**config.mk**
```make
export PLATFORM = sky130hd
export DESIGN_NAME = qpl_latch_reader
export DESIGN_NICKNAME = d
export VERILOG_FILES = /design/src/rtl/qpl_pkg.sv /design/src/rtl/qpl_freeze_ctl.sv /design/src/rtl/qpl_pos_latch.sv /design/src/rtl/qpl_byte_mux.sv /design/src/rtl/qpl_latch_reader.sv
export SDC_FILE = /design/constraint.sdc
export NUM_CORES = 1
export LEC_CHECK = 0
export ABC_CLOCK_PERIOD_IN_PS = 1600
export CAP_MARGIN = 30
export CORE_ASPECT_RATIO = 0.6
export CORE_UTILIZATION = 44
export DETAILED_ROUTE_END_ITERATION = 8
export PLACE_DENSITY = 0.85
export SLEW_MARGIN = 40
export SYNTH_ARGS = -nofsm -noshare
export SYNTH_HDL_FRONTEND = slang
export SYNTH_SLANG_ARGS = --single-unit
```
**constraint.sdc**
```tcl
create_clock -name clk -period 1.6 [get_ports clk]
set_input_delay 0.4 -clock clk [delete_from_list [all_inputs] [get_ports clk]]
set_output_delay 0.4 -clock clk [all_outputs]
set_load 0.01 [all_outputs]
```
**src/rtl/qpl_pkg.sv**
```systemverilog
package qpl_pkg;

  // Byte-select code {sel_a, sel_b}; the encoding is fixed by the host read order.
  typedef enum logic [1:0] {
    BSEL_THIRD  = 2'b00,
    BSEL_MSB    = 2'b01,
    BSEL_LSB    = 2'b10,
    BSEL_SECOND = 2'b11
  } bsel_e;

  // Byte lane index (0 = least significant) addressed by a select code.
  function automatic logic [1:0] lane_of(input bsel_e code);
    logic [1:0] lane;
    case (code)
      BSEL_MSB:    lane = 2'd3;
      BSEL_SECOND: lane = 2'd2;
      BSEL_THIRD:  lane = 2'd1;
      default:     lane = 2'd0;
    endcase
    return lane;
  endfunction

  // True when the sampled controls open a frozen read.
  function automatic logic opens_read(input logic oe_n, input bsel_e code);
    return (!oe_n) && (code == BSEL_MSB);
  endfunction

endpackage

```
**src/rtl/qpl_freeze_ctl.sv**
```systemverilog
module qpl_freeze_ctl
  import qpl_pkg::*;
(
  input  logic  clk,
  input  logic  rst_n,
  input  logic  oe_n,
  input  bsel_e code,
  input  logic  axis_hit,
  output logic  freeze_q,
  output logic  start_ev,
  output logic  release_ev
);

  assign start_ev   = opens_read(oe_n, code) && axis_hit;
  assign release_ev = oe_n;

  always_ff @(negedge clk or negedge rst_n) begin
    if (!rst_n)
      freeze_q <= 1'b0;
    else if (release_ev)
      freeze_q <= 1'b0;
    else if (start_ev)
      freeze_q <= 1'b1;
  end

endmodule

```
**src/rtl/qpl_pos_latch.sv**
```systemverilog
module qpl_pos_latch #(
  parameter int POS_W = 32
) (
  input  logic             clk,
  input  logic             rst_n,
  input  logic             freeze,
  input  logic [POS_W-1:0] cnt,
  output logic [POS_W-1:0] lat_q,
  output logic             load_ev
);

  assign load_ev = !freeze;

  always_ff @(posedge clk or negedge rst_n) begin
    if (!rst_n)
      lat_q <= '0;
    else if (load_ev)
      lat_q <= cnt;
  end

endmodule

```
**src/rtl/qpl_byte_mux.sv**
```systemverilog
module qpl_byte_mux
  import qpl_pkg::*;
#(
  parameter int AXES   = 2,
  parameter int POS_W  = 32,
  parameter int BYTE_W = 8,
  localparam int AXIS_W = (AXES > 1) ? $clog2(AXES) : 1
) (
  input  logic [AXES-1:0][POS_W-1:0] lat,
  input  logic [AXIS_W-1:0]          axis_sel,
  input  bsel_e                      code,
  output logic [BYTE_W-1:0]          byte_q
);

  localparam int LANES = POS_W / BYTE_W;

  logic [POS_W-1:0] word;
  logic [1:0]       lane;
  logic [LANES-1:0][BYTE_W-1:0] split;

  assign word  = lat[axis_sel];
  assign lane  = lane_of(code);
  assign split = word;

  always_comb begin
    byte_q = '0;
    for (int k = 0; k < LANES; k++)
      if (lane == k[1:0]) byte_q = split[k];
  end

endmodule

```
**src/rtl/qpl_latch_reader.sv**
```systemverilog
module qpl_latch_reader
  import qpl_pkg::*;
#(
  parameter int AXES   = 2,
  parameter int POS_W  = 32,
  parameter int BYTE_W = 8,
  localparam int AXIS_W = (AXES > 1) ? $clog2(AXES) : 1
) (
  input  logic                       clk,
  input  logic [AXES-1:0]            rst_n,
  input  logic [AXES-1:0][POS_W-1:0] cnt_pos,
  input  logic                       oe_n,
  input  logic                       sel_a,
  input  logic                       sel_b,
  input  logic [AXIS_W-1:0]          axis_sel,
  output logic [BYTE_W-1:0]          rd_data,
  output logic                       rd_drive
);

  bsel_e code;
  assign code = bsel_e'({sel_a, sel_b});

  logic [AXES-1:0]            freeze_q;
  logic [AXES-1:0]            start_ev;
  logic [AXES-1:0]            release_ev;
  logic [AXES-1:0]            load_ev;
  logic [AXES-1:0][POS_W-1:0] lat_q;

  for (genvar i = 0; i < AXES; i++) begin : g_axis
    qpl_freeze_ctl u_ctl (
      .clk        (clk),
      .rst_n      (rst_n[i]),
      .oe_n       (oe_n),
      .code       (code),
      .axis_hit   (axis_sel == i[AXIS_W-1:0]),
      .freeze_q   (freeze_q[i]),
      .start_ev   (start_ev[i]),
      .release_ev (release_ev[i])
    );

    qpl_pos_latch #(.POS_W(POS_W)) u_lat (
      .clk     (clk),
      .rst_n   (rst_n[i]),
      .freeze  (freeze_q[i]),
      .cnt     (cnt_pos[i]),
      .lat_q   (lat_q[i]),
      .load_ev (load_ev[i])
    );
  end

  qpl_byte_mux #(.AXES(AXES), .POS_W(POS_W), .BYTE_W(BYTE_W)) u_mux (
    .lat      (lat_q),
    .axis_sel (axis_sel),
    .code     (code),
    .byte_q   (rd_data)
  );

  assign rd_drive = !oe_n;

endmodule

```
# Word-level counts from Yosys, hierarchy flattened
# Index checks and enable logic that the tools add are counted.
# totals
in_bits	71
reg_bits	66
word_cells	30
# op_classes
reduce_logical	8
n_eq_ne	5
order_cmp	1
n_bitwise	1
n_mux	11
# op_table
operator	n
$mux 32	2
$mux 8	4
$eq 2x2->1 const B	3
$pmux 2 s3	1
$eq 2x1->1 const B	2
$logic_not 2->1	2
$mux 1	4
$reduce_bool 2->1	2
$logic_and 1x1->1	3
$lt 1x2->1 const B	1
$logic_not 1->1	1
$not 1->1	1

# Longest topological paths before layout
# Gate-level depths: netlist of run 1.
# logic_depth
depth_word	7
mapped_depth	7

# By module
# From an unflattened synthesis of run 1, not the netlist that was laid out.
# unflattened
hier_cells	187
area_unflattened_um2	3388.2
# by_module_without_submodules
module	seq_area_each_um2	area_each_um2	n_inst	cells_per_inst
qpl_pos_latch	800.8	1345.0	2	69
qpl_byte_mux	0.0	553.0	1	35
qpl_freeze_ctl	25.0	68.8	2	6
qpl_latch_reader	0.0	7.5	1	2

==> impl_metrics.json, run 1 <==
{
  "cts_root_buffer": "clkbuf_16",
  "rsz0062_at_grt": "yes",
  "cp-start-kind": "flip-flop",
  "tritoncts": "yes",
  "ys_warn_count": 0,
  "first_global_vias": 2339,
  "die_area_mm2": 0.007170,
  "drtAntennaViolNets": 0,
  "clkSinkCount": 66,
  "synth_xor_area_share_pct": 0,
  "area_delta_synth_final_pct": 66.37,
  "hold_viol": 0,
  "drtIter0Drc": 121,
  "grtUsageTotal_pct": 27.03,
  "cts_buffers": 9,
  "critical_path_class": "flip-flop to output port",
  "dr_total_vias": 2245,
  "crit_slowest_cell": "mux4_2",
  "clk_pin_slew_worst_paths_ns": 0.05,
  "maxCapViolCount": 0,
  "r2r_slack_ns": -0.41,
  "synth_nets": 278,
  "syn-instance-count": 207,
  "yosys.area_share.simple_pct": 3.208,
  "drtPass1Iterations": 4,
  "fp-row-count": 22,
  "dp_hpwl_mm": 5.342,
  "ctsHoldBuffers": 0,
  "port_buffers": 79,
  "die_height_um": 65.99,
  "start_util_pct": 47.23,
  "clk_latency_ns": 0.33,
  "finalSetupViolCount": 74,
  "synth.avg_cell_area_um2": 14.51,
  "synth_top_area_share_pct": 53.33,
  "synthTopCellsByArea": "dfrtp_1, mux2_2, mux4_2",
  "arrival_ns": 1.64,
  "switching_power_mw": 1.159,
  "coreArea_mm2": 0.006359,
  "gp_congestion": 0.7861,
  "power_density_mw_per_mm2": 987.3,
  "vias_per_cell": 5.397,
  "fin_skew_ns": 0.01192,
  "combPwrFrac_pct": 19.4,
  "irDropWorstVdd_uv": 611.6,
  "drc_errors": 0,
  "grt_max_degree": 33,
  "grt_pass1_wl_mm": 13.52,
  "fin_ws_ns": -0.4375,
  "critPathMaxFanout": 2,
  "crit_chain": "mux4_2, mux2_4, buf_6",
  "status": "complete, but fails checks",
  "ioPinCount": 80,
  "n_antenna_cell": 0,
  "die_w_um": 108.7,
  "antenna_found_initial": 0,
  "p_sw_share_pct": 23.50,
  "layout-drive-gt1-share_pct": 52.41,
  "hold_class": "flip-flop to flip-flop",
  "min_period_ns": 2.038,
  "fin_nets": 398,
  "synth-seq-cells": 66,
  "max_freq_mhz": 490.8,
  "clock_power_share_pct": 42.1,
  "period_share_pct": 127.3,
  "synth_top_family_by_area": "multiplexers",
  "failed_checks": "setup timing",
  "p_total_mw": 4.933,
  "max_slew_margin_pct": 72.29,
  "grt-ovfl-total": 0,
  "final_util_pct": 78.57,
  "synth_adder_area_share_pct": 0,
  "yosysTopAreaCell": "dfrtp_1",
  "max_stage_delay_ns": 0.49,
  "cts_buffer_depth": 2,
  "worst_slew_pin_slew_ns": 0.4156,
  "endpoint_kind": "output port",
  "slew_viol_final": 0,
  "synth_area_mm2": 0.003003,
  "synth-compound-area-share_pct": 3.208,
  "seqPwrFrac_pct": 38.5,
  "ys_seq_area_share_pct": 55.00,
  "p_int_mw": 3.773,
  "avgRoutedWirePerCell_um": 22.29,
  "critPathRequiredTime_ns": 1.20,
  "synth_mux_area_share_pct": 34.63,
  "wirelength_mm": 9.273,
  "yosysUniqueCellTypes": 26,
  "h-tree-depth": 3,
  "p_leak_nw": 2.186
}
## state kept, by name, indices dropped and copies added (netlist names)
signal                 flops
g_axis.u_ctl.freeze_q      2
g_axis.u_lat.lat_q        64
## routing by layer
metal | wire length, um | vias up | GRT usage (%)
met5 | 0 | - | 0
met4 | 182 | 0 | 4.730
met3 | 645 | 19 | 8.177
met2 | 4283 | 93 | 42.56
met1 | 4162 | 1141 | 37.41
li1 | - | 992 | -
## Yosys cell counts
cell and count:
buf_6 3, nand3_1 1, o21ai_1 3, dfrtn_1 2, a221oi_2 1, or3_1 1, a221oi_1 1, dfrtp_1 64
nor2_1 6, mux2_2 71, o22ai_1 4, buf_4 1, inv_2 2, nand3b_1 1, mux2i_1 6, nand2_1 13
a31oi_1 2, clkbuf_1 2, o211ai_1 1, buf_2 8, a22oi_1 1, nor2b_1 1, mux4_2 8, inv_1 2
buf_8 1, a21oi_1 1
## stage by stage
| step | hold WS [ns] | cell area (um^2) | setup TNS, ns | worst slack, ns | cells |
|---|---|---|---|---|---|
| 4_1_cts | 0.5050 | 4817 | -24.07 | -0.4297 | 409 |
| 6_report | 0.5073 | 4996 | -26.06 | -0.4375 | 416 |
| 5_1_grt | 0.5246 | 4996 | -27.82 | -0.4596 | 416 |
| 3_3_place_gp | 0.4831 | 4081 | -29.17 | -1.081 | 376 |
| 3_5_place_dp | 0.4888 | 4081 | -30.15 | -1.092 | 376 |
| 2_1_floorplan | 0.1044 | 3128 | -18.74 | -0.2939 | 207 |
## power groups by stage
stage / Clock [mW] / Sequential (mW) / Combinational, mW
finish: 2.08 / 1.90 / 0.956
global route: 2.19 / 1.91 / 1.00
CTS: 2.10 / 1.89 / 0.880
detailed placement: 0 / 1.91 / 0.733
global placement: 0 / 1.90 / 0.715
floorplan: 0 / 1.87 / 0.385
## critical path: cells and delay by family, from the launching register on
family                 cells  cell delay [ns]
multiplexers               2             0.77
flip-flops                 1             0.42
buffers and inverters      1             0.12
## logic make-up after synthesis
| kind of cell | after synthesis |
|---|---|
| muxes | 85 |
| DFF | 66 |
| and+or+nand+nor | 23 |
| buffers and inverters | 19 |
| AOI/OAI and AO/OA | 14 |
## cell usage in the layout (no fill, tap or decap), drive strengths merged
master / count
mux2i: 6
a21oi: 1
nand2: 13
dfrtn: 2
nor2b: 1
clkinvlp: 2
inv: 4
nand3: 1
a22oi: 1
a221oi: 2
bufinv: 2
o21ai: 3
o22ai: 4
mux2: 71
nand3b: 1
mux4: 8
a31oi: 2
clkbuf: 10
buf: 55
or3: 1
dlygate4sd2: 2
dfrtp: 64
clkdlybuf4s50: 66
o211ai: 1
nor2: 6
clkinv: 3
## final cells by class
cell class | count | area [um^2]
clock buffers | 9 | 225.2
clock inverters | 7 | 93.84
fillers | 349 | 1363
inverters | 4 | 20.02
multi-input cells | 122 | 1546
flip-flops and latches | 66 | 1652
well taps | 84 | 105.1
repair buffers | 124 | 1354
## worst paths after layout
path | start | end | depth (start not counted)
min | g_axis[1].u_lat.lat_q[23]$_DFFE_PN0N_ | g_axis[1].u_lat.lat_q[23]$_DFFE_PN0N_ | 1
max | g_axis[1].u_lat.lat_q[29]$_DFFE_PN0N_ | rd_data[5] | 3
max in group asynchronous | rst_n[0] | g_axis[0].u_ctl.freeze_q$_DFFE_NN0P_ | 1
min in group asynchronous | rst_n[1] | g_axis[1].u_lat.lat_q[14]$_DFFE_PN0N_ | 2
min reg2reg | g_axis[1].u_lat.lat_q[23]$_DFFE_PN0N_ | g_axis[1].u_lat.lat_q[23]$_DFFE_PN0N_ | 1
max reg2reg | g_axis[0].u_ctl.freeze_q$_DFFE_NN0P_ | g_axis[0].u_lat.lat_q[2]$_DFFE_PN0N_ | 3
## what timing repair did
item / CTS / global route
pin swaps: 15 / 13
buffers inserted: 13 / 7
gates cloned: 4 / 1
endpoints found under the setup margin: 75 / 74
resized for setup: 120 / 29
Note: power is estimated with default switching activity, not from simulation.
==> inputs of run 2 (changes only) <==
--- a/config.mk
+++ b/config.mk
@@ -10,6 +10,7 @@
 export CORE_ASPECT_RATIO = 0.6
 export CORE_UTILIZATION = 44
 export DETAILED_ROUTE_END_ITERATION = 8
+export HOLD_SLACK_MARGIN = 0.06
 export PLACE_DENSITY = 0.85
 export SLEW_MARGIN = 40
 export SYNTH_ARGS = -nofsm -noshare
==> results of run 2 <==
Final layout, timing and power as in run 1 (identical DEF).
